### src/rtl/fwd_dec_pkg.sv
`timescale 1ns/1ps
package fwd_dec_pkg;

    typedef enum logic [1:0] {
        KIND_IO_RD = 2'b00,
        KIND_IO_WR = 2'b01,
        KIND_MEM   = 2'b10,
        KIND_RSV   = 2'b11
    } fwd_kind_e;

    typedef enum logic {
        SIDE_PRI = 1'b0,
        SIDE_SEC = 1'b1
    } fwd_side_e;

    typedef struct packed {
        logic dn;
        logic up;
    } fwd_claim_t;

    // legacy display memory aperture
    localparam logic [31:0] VGA_MEM_LO = 32'h000A_0000;
    localparam logic [31:0] VGA_MEM_HI = 32'h000B_FFFF;

endpackage

### src/rtl/fwd_io_window.sv
`timescale 1ns/1ps
// I/O window compare with ISA alias filtering
module fwd_io_window #(
    parameter  int SEL_W = 2,
    parameter  int FLD_W = 4
) (
    input  logic             in_space,
    input  logic [FLD_W-1:0] page,
    input  logic [SEL_W-1:0] isa_sel,
    input  logic [FLD_W-1:0] base,
    input  logic [FLD_W-1:0] limit,
    input  logic             isa_en,
    output logic             fwd_dn,
    output logic             fwd_up
);
    logic in_win;
    logic isa_hold;

    always_comb begin
        in_win   = in_space && (page >= base) && (page <= limit);
        isa_hold = isa_en && in_space && (isa_sel != '0);
        fwd_dn   = in_win && !isa_hold;
        fwd_up   = !in_win || isa_hold;
    end
endmodule

### src/rtl/fwd_mem_window.sv
`timescale 1ns/1ps
// Memory window compare on 1 MB pages
module fwd_mem_window #(
    parameter int FLD_W = 12
) (
    input  logic [FLD_W-1:0] page,
    input  logic [FLD_W-1:0] base,
    input  logic [FLD_W-1:0] limit,
    output logic             hit
);
    always_comb hit = (page >= base) && (page <= limit);
endmodule

### src/rtl/fwd_vga_match.sv
`timescale 1ns/1ps
// Legacy display range and palette port detection
module fwd_vga_match
    import fwd_dec_pkg::*;
#(
    parameter int ADDR_W    = 32,
    parameter int VGA_DEC_W = 10
) (
    input  logic                 in_space,
    input  logic [ADDR_W-1:0]    addr,
    output logic                 io_hit,
    output logic                 pal_hit,
    output logic                 mem_hit
);
    localparam int NRNG = 2;
    localparam int NPAL = 3;
    localparam logic [VGA_DEC_W-1:0] RNG_LO [NRNG] = '{VGA_DEC_W'(10'h3B0), VGA_DEC_W'(10'h3C0)};
    localparam logic [VGA_DEC_W-1:0] RNG_HI [NRNG] = '{VGA_DEC_W'(10'h3BB), VGA_DEC_W'(10'h3DF)};
    localparam logic [VGA_DEC_W-1:0] PAL_AT [NPAL] =
        '{VGA_DEC_W'(10'h3C6), VGA_DEC_W'(10'h3C8), VGA_DEC_W'(10'h3C9)};

    logic [VGA_DEC_W-1:0] low;
    logic [NRNG-1:0]      rng_hit;
    logic [NPAL-1:0]      pal_at_hit;

    assign low = addr[VGA_DEC_W-1:0];

    for (genvar g = 0; g < NRNG; g++) begin : g_rng
        assign rng_hit[g] = (low >= RNG_LO[g]) && (low <= RNG_HI[g]);
    end

    for (genvar p = 0; p < NPAL; p++) begin : g_pal
        assign pal_at_hit[p] = (low == PAL_AT[p]);
    end

    always_comb begin
        io_hit  = in_space && (|rng_hit);
        pal_hit = in_space && (|pal_at_hit);
        mem_hit = (addr >= ADDR_W'(VGA_MEM_LO)) && (addr <= ADDR_W'(VGA_MEM_HI));
    end
endmodule

### src/rtl/fwd_addr_decoder.sv
`timescale 1ns/1ps
// Top: combines the range checks, enables and masks; registers the claims.
module fwd_addr_decoder
    import fwd_dec_pkg::*;
#(
    parameter  int ADDR_W     = 32,
    parameter  int IO_SPACE_W = 16,
    parameter  int IO_GRAN_W  = 12,
    parameter  int MEM_GRAN_W = 20,
    parameter  int ISA_BLK_W  = 10,
    parameter  int ISA_FWD_W  = 8,
    parameter  int VGA_DEC_W  = 10,
    localparam int IO_FLD_W   = IO_SPACE_W - IO_GRAN_W,
    localparam int MEM_FLD_W  = ADDR_W - MEM_GRAN_W
) (
    input  logic                 clk,
    input  logic                 rst_n,
    input  logic                 req_vld,
    input  logic                 req_side,
    input  logic [1:0]           req_kind,
    input  logic [ADDR_W-1:0]    req_addr,
    input  logic [IO_FLD_W-1:0]  cfg_io_base,
    input  logic [IO_FLD_W-1:0]  cfg_io_limit,
    input  logic [MEM_FLD_W-1:0] cfg_mem_base,
    input  logic [MEM_FLD_W-1:0] cfg_mem_limit,
    input  logic                 cfg_io_en,
    input  logic                 cfg_mem_en,
    input  logic                 cfg_master_en,
    input  logic                 cfg_isa_en,
    input  logic                 cfg_vga_en,
    input  logic                 cfg_snoop_en,
    input  logic                 cfg_live_en,
    input  logic                 live_pin,
    output logic                 claim_dn,
    output logic                 claim_up
);
    localparam int ISA_SEL_W = ISA_BLK_W - ISA_FWD_W;

    fwd_kind_e  kind;
    fwd_side_e  side;
    logic       in_space;
    logic       io_fwd_dn, io_fwd_up;
    logic       mem_in;
    logic       vga_io, vga_pal, vga_mem;
    fwd_claim_t claim_d, claim_q;

    assign kind     = fwd_kind_e'(req_kind);
    assign side     = fwd_side_e'(req_side);
    assign in_space = (req_addr[ADDR_W-1:IO_SPACE_W] == '0);

    fwd_io_window #(
        .SEL_W (ISA_SEL_W),
        .FLD_W (IO_FLD_W)
    ) io_win_i (
        .in_space (in_space),
        .page     (req_addr[IO_SPACE_W-1:IO_GRAN_W]),
        .isa_sel  (req_addr[ISA_BLK_W-1:ISA_FWD_W]),
        .base     (cfg_io_base),
        .limit    (cfg_io_limit),
        .isa_en   (cfg_isa_en),
        .fwd_dn   (io_fwd_dn),
        .fwd_up   (io_fwd_up)
    );

    fwd_mem_window #(
        .FLD_W (MEM_FLD_W)
    ) mem_win_i (
        .page  (req_addr[ADDR_W-1:MEM_GRAN_W]),
        .base  (cfg_mem_base),
        .limit (cfg_mem_limit),
        .hit   (mem_in)
    );

    fwd_vga_match #(
        .ADDR_W    (ADDR_W),
        .VGA_DEC_W (VGA_DEC_W)
    ) vga_i (
        .in_space (in_space),
        .addr     (req_addr),
        .io_hit   (vga_io),
        .pal_hit  (vga_pal),
        .mem_hit  (vga_mem)
    );

    always_comb begin
        logic mask, io_on, mem_on, mst_on, is_io, is_mem;
        logic dn_io, dn_mem, up_io, up_mem;

        // hardware mask overrides the enables, not their stored values
        mask   = cfg_live_en && live_pin;
        io_on  = cfg_io_en && !mask;
        mem_on = cfg_mem_en && !mask;
        mst_on = cfg_master_en && !mask;

        // reserved kind is neither I/O nor memory
        is_io  = (kind == KIND_IO_RD) || (kind == KIND_IO_WR);
        is_mem = (kind == KIND_MEM);

        // mode covers the palette ports, so mode+snoop == mode
        dn_io  = io_on && (io_fwd_dn
                           || (cfg_vga_en && vga_io)
                           || (cfg_snoop_en && (kind == KIND_IO_WR) && vga_pal));
        dn_mem = mem_on && (mem_in || (cfg_vga_en && vga_mem));
        // upstream is the negative decode
        up_io  = io_fwd_up && !(cfg_vga_en && vga_io);
        up_mem = !mem_in && !(cfg_vga_en && vga_mem);

        claim_d = '0;
        if (req_vld) begin
            if (side == SIDE_PRI) begin
                claim_d.dn = (is_io && dn_io) || (is_mem && dn_mem);
            end else begin
                claim_d.up = mst_on && ((is_io && up_io) || (is_mem && up_mem));
            end
        end
    end


    always_ff @(posedge clk or negedge rst_n) begin
        if (!rst_n) claim_q <= '0;
        else        claim_q <= claim_d;
    end

    assign claim_dn = claim_q.dn;
    assign claim_up = claim_q.up;
endmodule

### config.mk
export PLATFORM = sky130hd
export DESIGN_NAME = fwd_addr_decoder
export DESIGN_NICKNAME = d
export VERILOG_FILES = /design/src/rtl/fwd_dec_pkg.sv /design/src/rtl/fwd_io_window.sv /design/src/rtl/fwd_mem_window.sv /design/src/rtl/fwd_vga_match.sv /design/src/rtl/fwd_addr_decoder.sv
export SDC_FILE = /design/constraint.sdc
export NUM_CORES = 1
export LEC_CHECK = 0
export BUFFER_PORTS_ARGS = -buffer_cell sky130_fd_sc_hd__buf_2
export CELL_PAD_IN_SITES_DETAIL_PLACEMENT = 1
export CELL_PAD_IN_SITES_GLOBAL_PLACEMENT = 1
export CORE_MARGIN = 5
export CORE_UTILIZATION = 26
export DETAILED_ROUTE_END_ITERATION = 7
export GPL_ROUTABILITY_DRIVEN = 0
export PLACE_DENSITY_LB_ADDON = 0.08
export SKIP_CTS_REPAIR_TIMING = 1
export SLEW_MARGIN = 0
export SYNTH_ARGS = -nofsm -noshare
export SYNTH_HDL_FRONTEND = slang
export SYNTH_SLANG_ARGS = --single-unit
### constraint.sdc
create_clock -name clk -period 0.8 [get_ports clk]
set_clock_uncertainty 0.1 [all_clocks]
set_input_delay 0.16 -clock clk [delete_from_list [all_inputs] [get_ports clk]]
set_output_delay 0.16 -clock clk [all_outputs]
set_load 0.02 [all_outputs]
==> qor.yml <==
layout_common_cells: "buf_2, inv_1, ha_1, buf_4"
rsz0062_at_grt: "true"
dr.first_iter.drc_count: 16
root_buffer: "clkbuf_8"
detail-route-antenna-nets: 0
power_frac_clock_pct: 31.4
cts_buffer_depth: 2
relSlewSlack_pct: 80.1
setup_tns_ns: -1.72
grt_first_pass_wirelength_um: 5960
worstPathArrival_ns: 1.48
clkSlewWorstSetupHoldPaths_ns: 0.03
ios: 80
dp_hpwl_um: 3460
syn_nets: 252
crit_top_cell: "o211ai_1"
switching_share_pct: 35.9
finalHoldViolations: 0
period_minus_slack_ns: 1.49
violations: "setup timing"
clock_sinks: 2
cts_max_level: 1
cap_violations: 0
yosys_warnings: 0
critPathSlowestCell: "a211o_1"
finalWorstSetupSlack_ns: -0.690
antenna_found_initial: 0
ir_drop_v: 0.000395
rows: 23
cts_buffers: 3
vias: 1354
nets: 345
grt_pass1_vias: 1396
avgRoutedWirePerCell_um: 13.8
die_y_um: 73.0
port-buffer-count: 77
max_stage_delay_ns: 0.26
grt_start_max_net_pins: 4
seqPwrFrac_pct: 8.1
dpl_worst_slack_ns: -0.987
drc: 0
final-seq-area_sq_um: 50.0
required_ns: 0.79
power.switching_w: 0.000464
final_common_cell: "buf_2"
setup_viol: 4
path_max_fanout: 2
crit_type: "in2reg"
vias_per_cell: 4.78
crit_path_end_kind: "register"
core_sq_um: 3910
tightest_slew_ns: 0.298
cts_tree: "built"
worstHoldStart: "cfg_io_en"
fillers: 533
die_area_sq_um: 5340
multi_input_area_sq_um: 987
syn_area_per_cell_sq_um: 7.28
synth_cell_type_count: 29
area.growth.synth_to_final_pct: 72.2
p_leak_nw: 0.974
hold_path.class: "in2reg"
wl_um: 3900
final-max-slew-violation-count: 0
power_frac_comb_pct: 60.4
initial_core_util_pct: 26.4
cp-start-kind: "input port"
syn-cell-area_sq_um: 1030
seq_area_frac_synth_pct: 4.84
drive_above_1_share_pct: 47.6
fin_crit_sh_pct: 186
p_int_w: 0.000829
fmax_ghz: 0.671
overflow: 0
powerDensity_nw_per_um2: 727
dieWidth_um: 73.0
grtUsageTotal_pct: 13.9
ys_ff_latch: 2
syn_inst: 142
n_antenna_cell: 0
min_path_cells: 3
status: "complete, but fails checks"
hold_end: "claim_dn"
firstDrtPassIters: 2
crit_chain: "buf_8, inv_12, ha_4, a211o_1, a21oi_2, o211ai_1, o211ai_2, o211ai_1, o211a_1"
cell usage after synthesis (all sizes together):
| cell | instances | area share, % |
|---|---|---|
| dfrtp | 2 | 4.8 |
| a21oi | 12 | 6.2 |
| a211oi | 4 | 2.9 |
| o32ai | 1 | 0.85 |
| nor2 | 9 | 3.3 |
| nand3 | 2 | 1.5 |
| o211a | 1 | 0.97 |
| o211ai | 6 | 4.8 |
| a221oi | 1 | 0.85 |
| a41oi | 1 | 0.85 |
| nand2 | 10 | 3.6 |
| and4 | 1 | 0.85 |
| nand3b | 1 | 0.73 |
| nor3 | 3 | 1.5 |
| ha | 32 | 39 |
| o21a | 1 | 0.73 |
| nor2b | 2 | 1.9 |
| a211o | 2 | 1.7 |
| nand4 | 7 | 4.2 |
| o41ai | 1 | 1.6 |
| inv | 33 | 12 |
| nor4 | 3 | 1.8 |
| o21ai | 6 | 2.9 |
| a21boi | 1 | 0.73 |
worst max-delay path by stage:
| stage | start | to | slack, ns | cells after the start |
|---|---|---|---|---|
| finish | cfg_mem_limit[9] | claim_up | -0.69 | 9 |
| global route | req_addr[27] | claim_up | -0.74 | 7 |
| CTS | cfg_mem_limit[9] | claim_dn | -0.76 | 9 |
| detailed placement | cfg_mem_limit[9] | claim_dn | -0.99 | 9 |
| global placement | cfg_mem_limit[9] | claim_up | -0.94 | 9 |
| floorplan | cfg_mem_limit[9] | claim_up | -0.67 | 8 |
cells by family (layout without fill, tap and decap cells):
logic type	after synthesis	count (layout)	share of synthesized area, %
buffers and inverters	33	124	12.0
and+or+nand+nor	38	38	19.4
AOI/OAI and AO/OA	37	37	25.1
adders and majority gates	32	32	38.7
DFF	2	2	4.84
state kept, by name, summed over array words and instances (netlist names):
register / flops
claim_dn: 1
claim_up: 1
critical path: cells and delay by family:
kind / cells / cell delay, ns
buffers and inverters: 2 / 0.12
AOI/OAI and AO/OA: 6 / 0.97
adders and majority gates: 1 / 0.22
layout make-up:
| type | count | share of cell area (%) |
|---|---|---|
| Clock buffer | 3 | 2.32 |
| Sequential cell | 2 | 2.81 |
| Tap cell | 50 | 3.52 |
| Multi-Input combinational cell | 107 | 55.5 |
| Inverter | 33 | 7.67 |
| Timing Repair Buffer | 88 | 28.2 |
through the flow:
step	instances	hold WS, ns	util (%)	area (sq um)	power [W]
after global routing	283	0.180	45.5	1780	0.00142
after global placement	279	-0.152	40.7	1590	0.000776
after floorplan	142	-0.236	-	1070	0.000449
after CTS	282	-0.375	41.8	1640	0.00123
after detailed placement	279	-0.149	40.7	1590	0.000810
final	283	0.167	45.5	1780	0.00129
power groups by stage:
stage	clock (W)	combinational, W	sequential (W)
after floorplan	0	0.000341	0.000108
after global placement	0	0.000671	0.000106
after detailed placement	0	0.000705	0.000106
after CTS	0.000413	0.000709	0.000105
after global routing	0.000421	0.000893	0.000105
final	0.000407	0.000781	0.000105
metal layers:
metal,global-route usage (%),share of wire (%),wire (um)
met5,0,0,0
met4,2.66,0.82,32
met3,4.27,9.6,373
met2,23.0,50,1960
met1,17.6,39,1530
No activity file was read; power rests on OpenSTA's default activity.
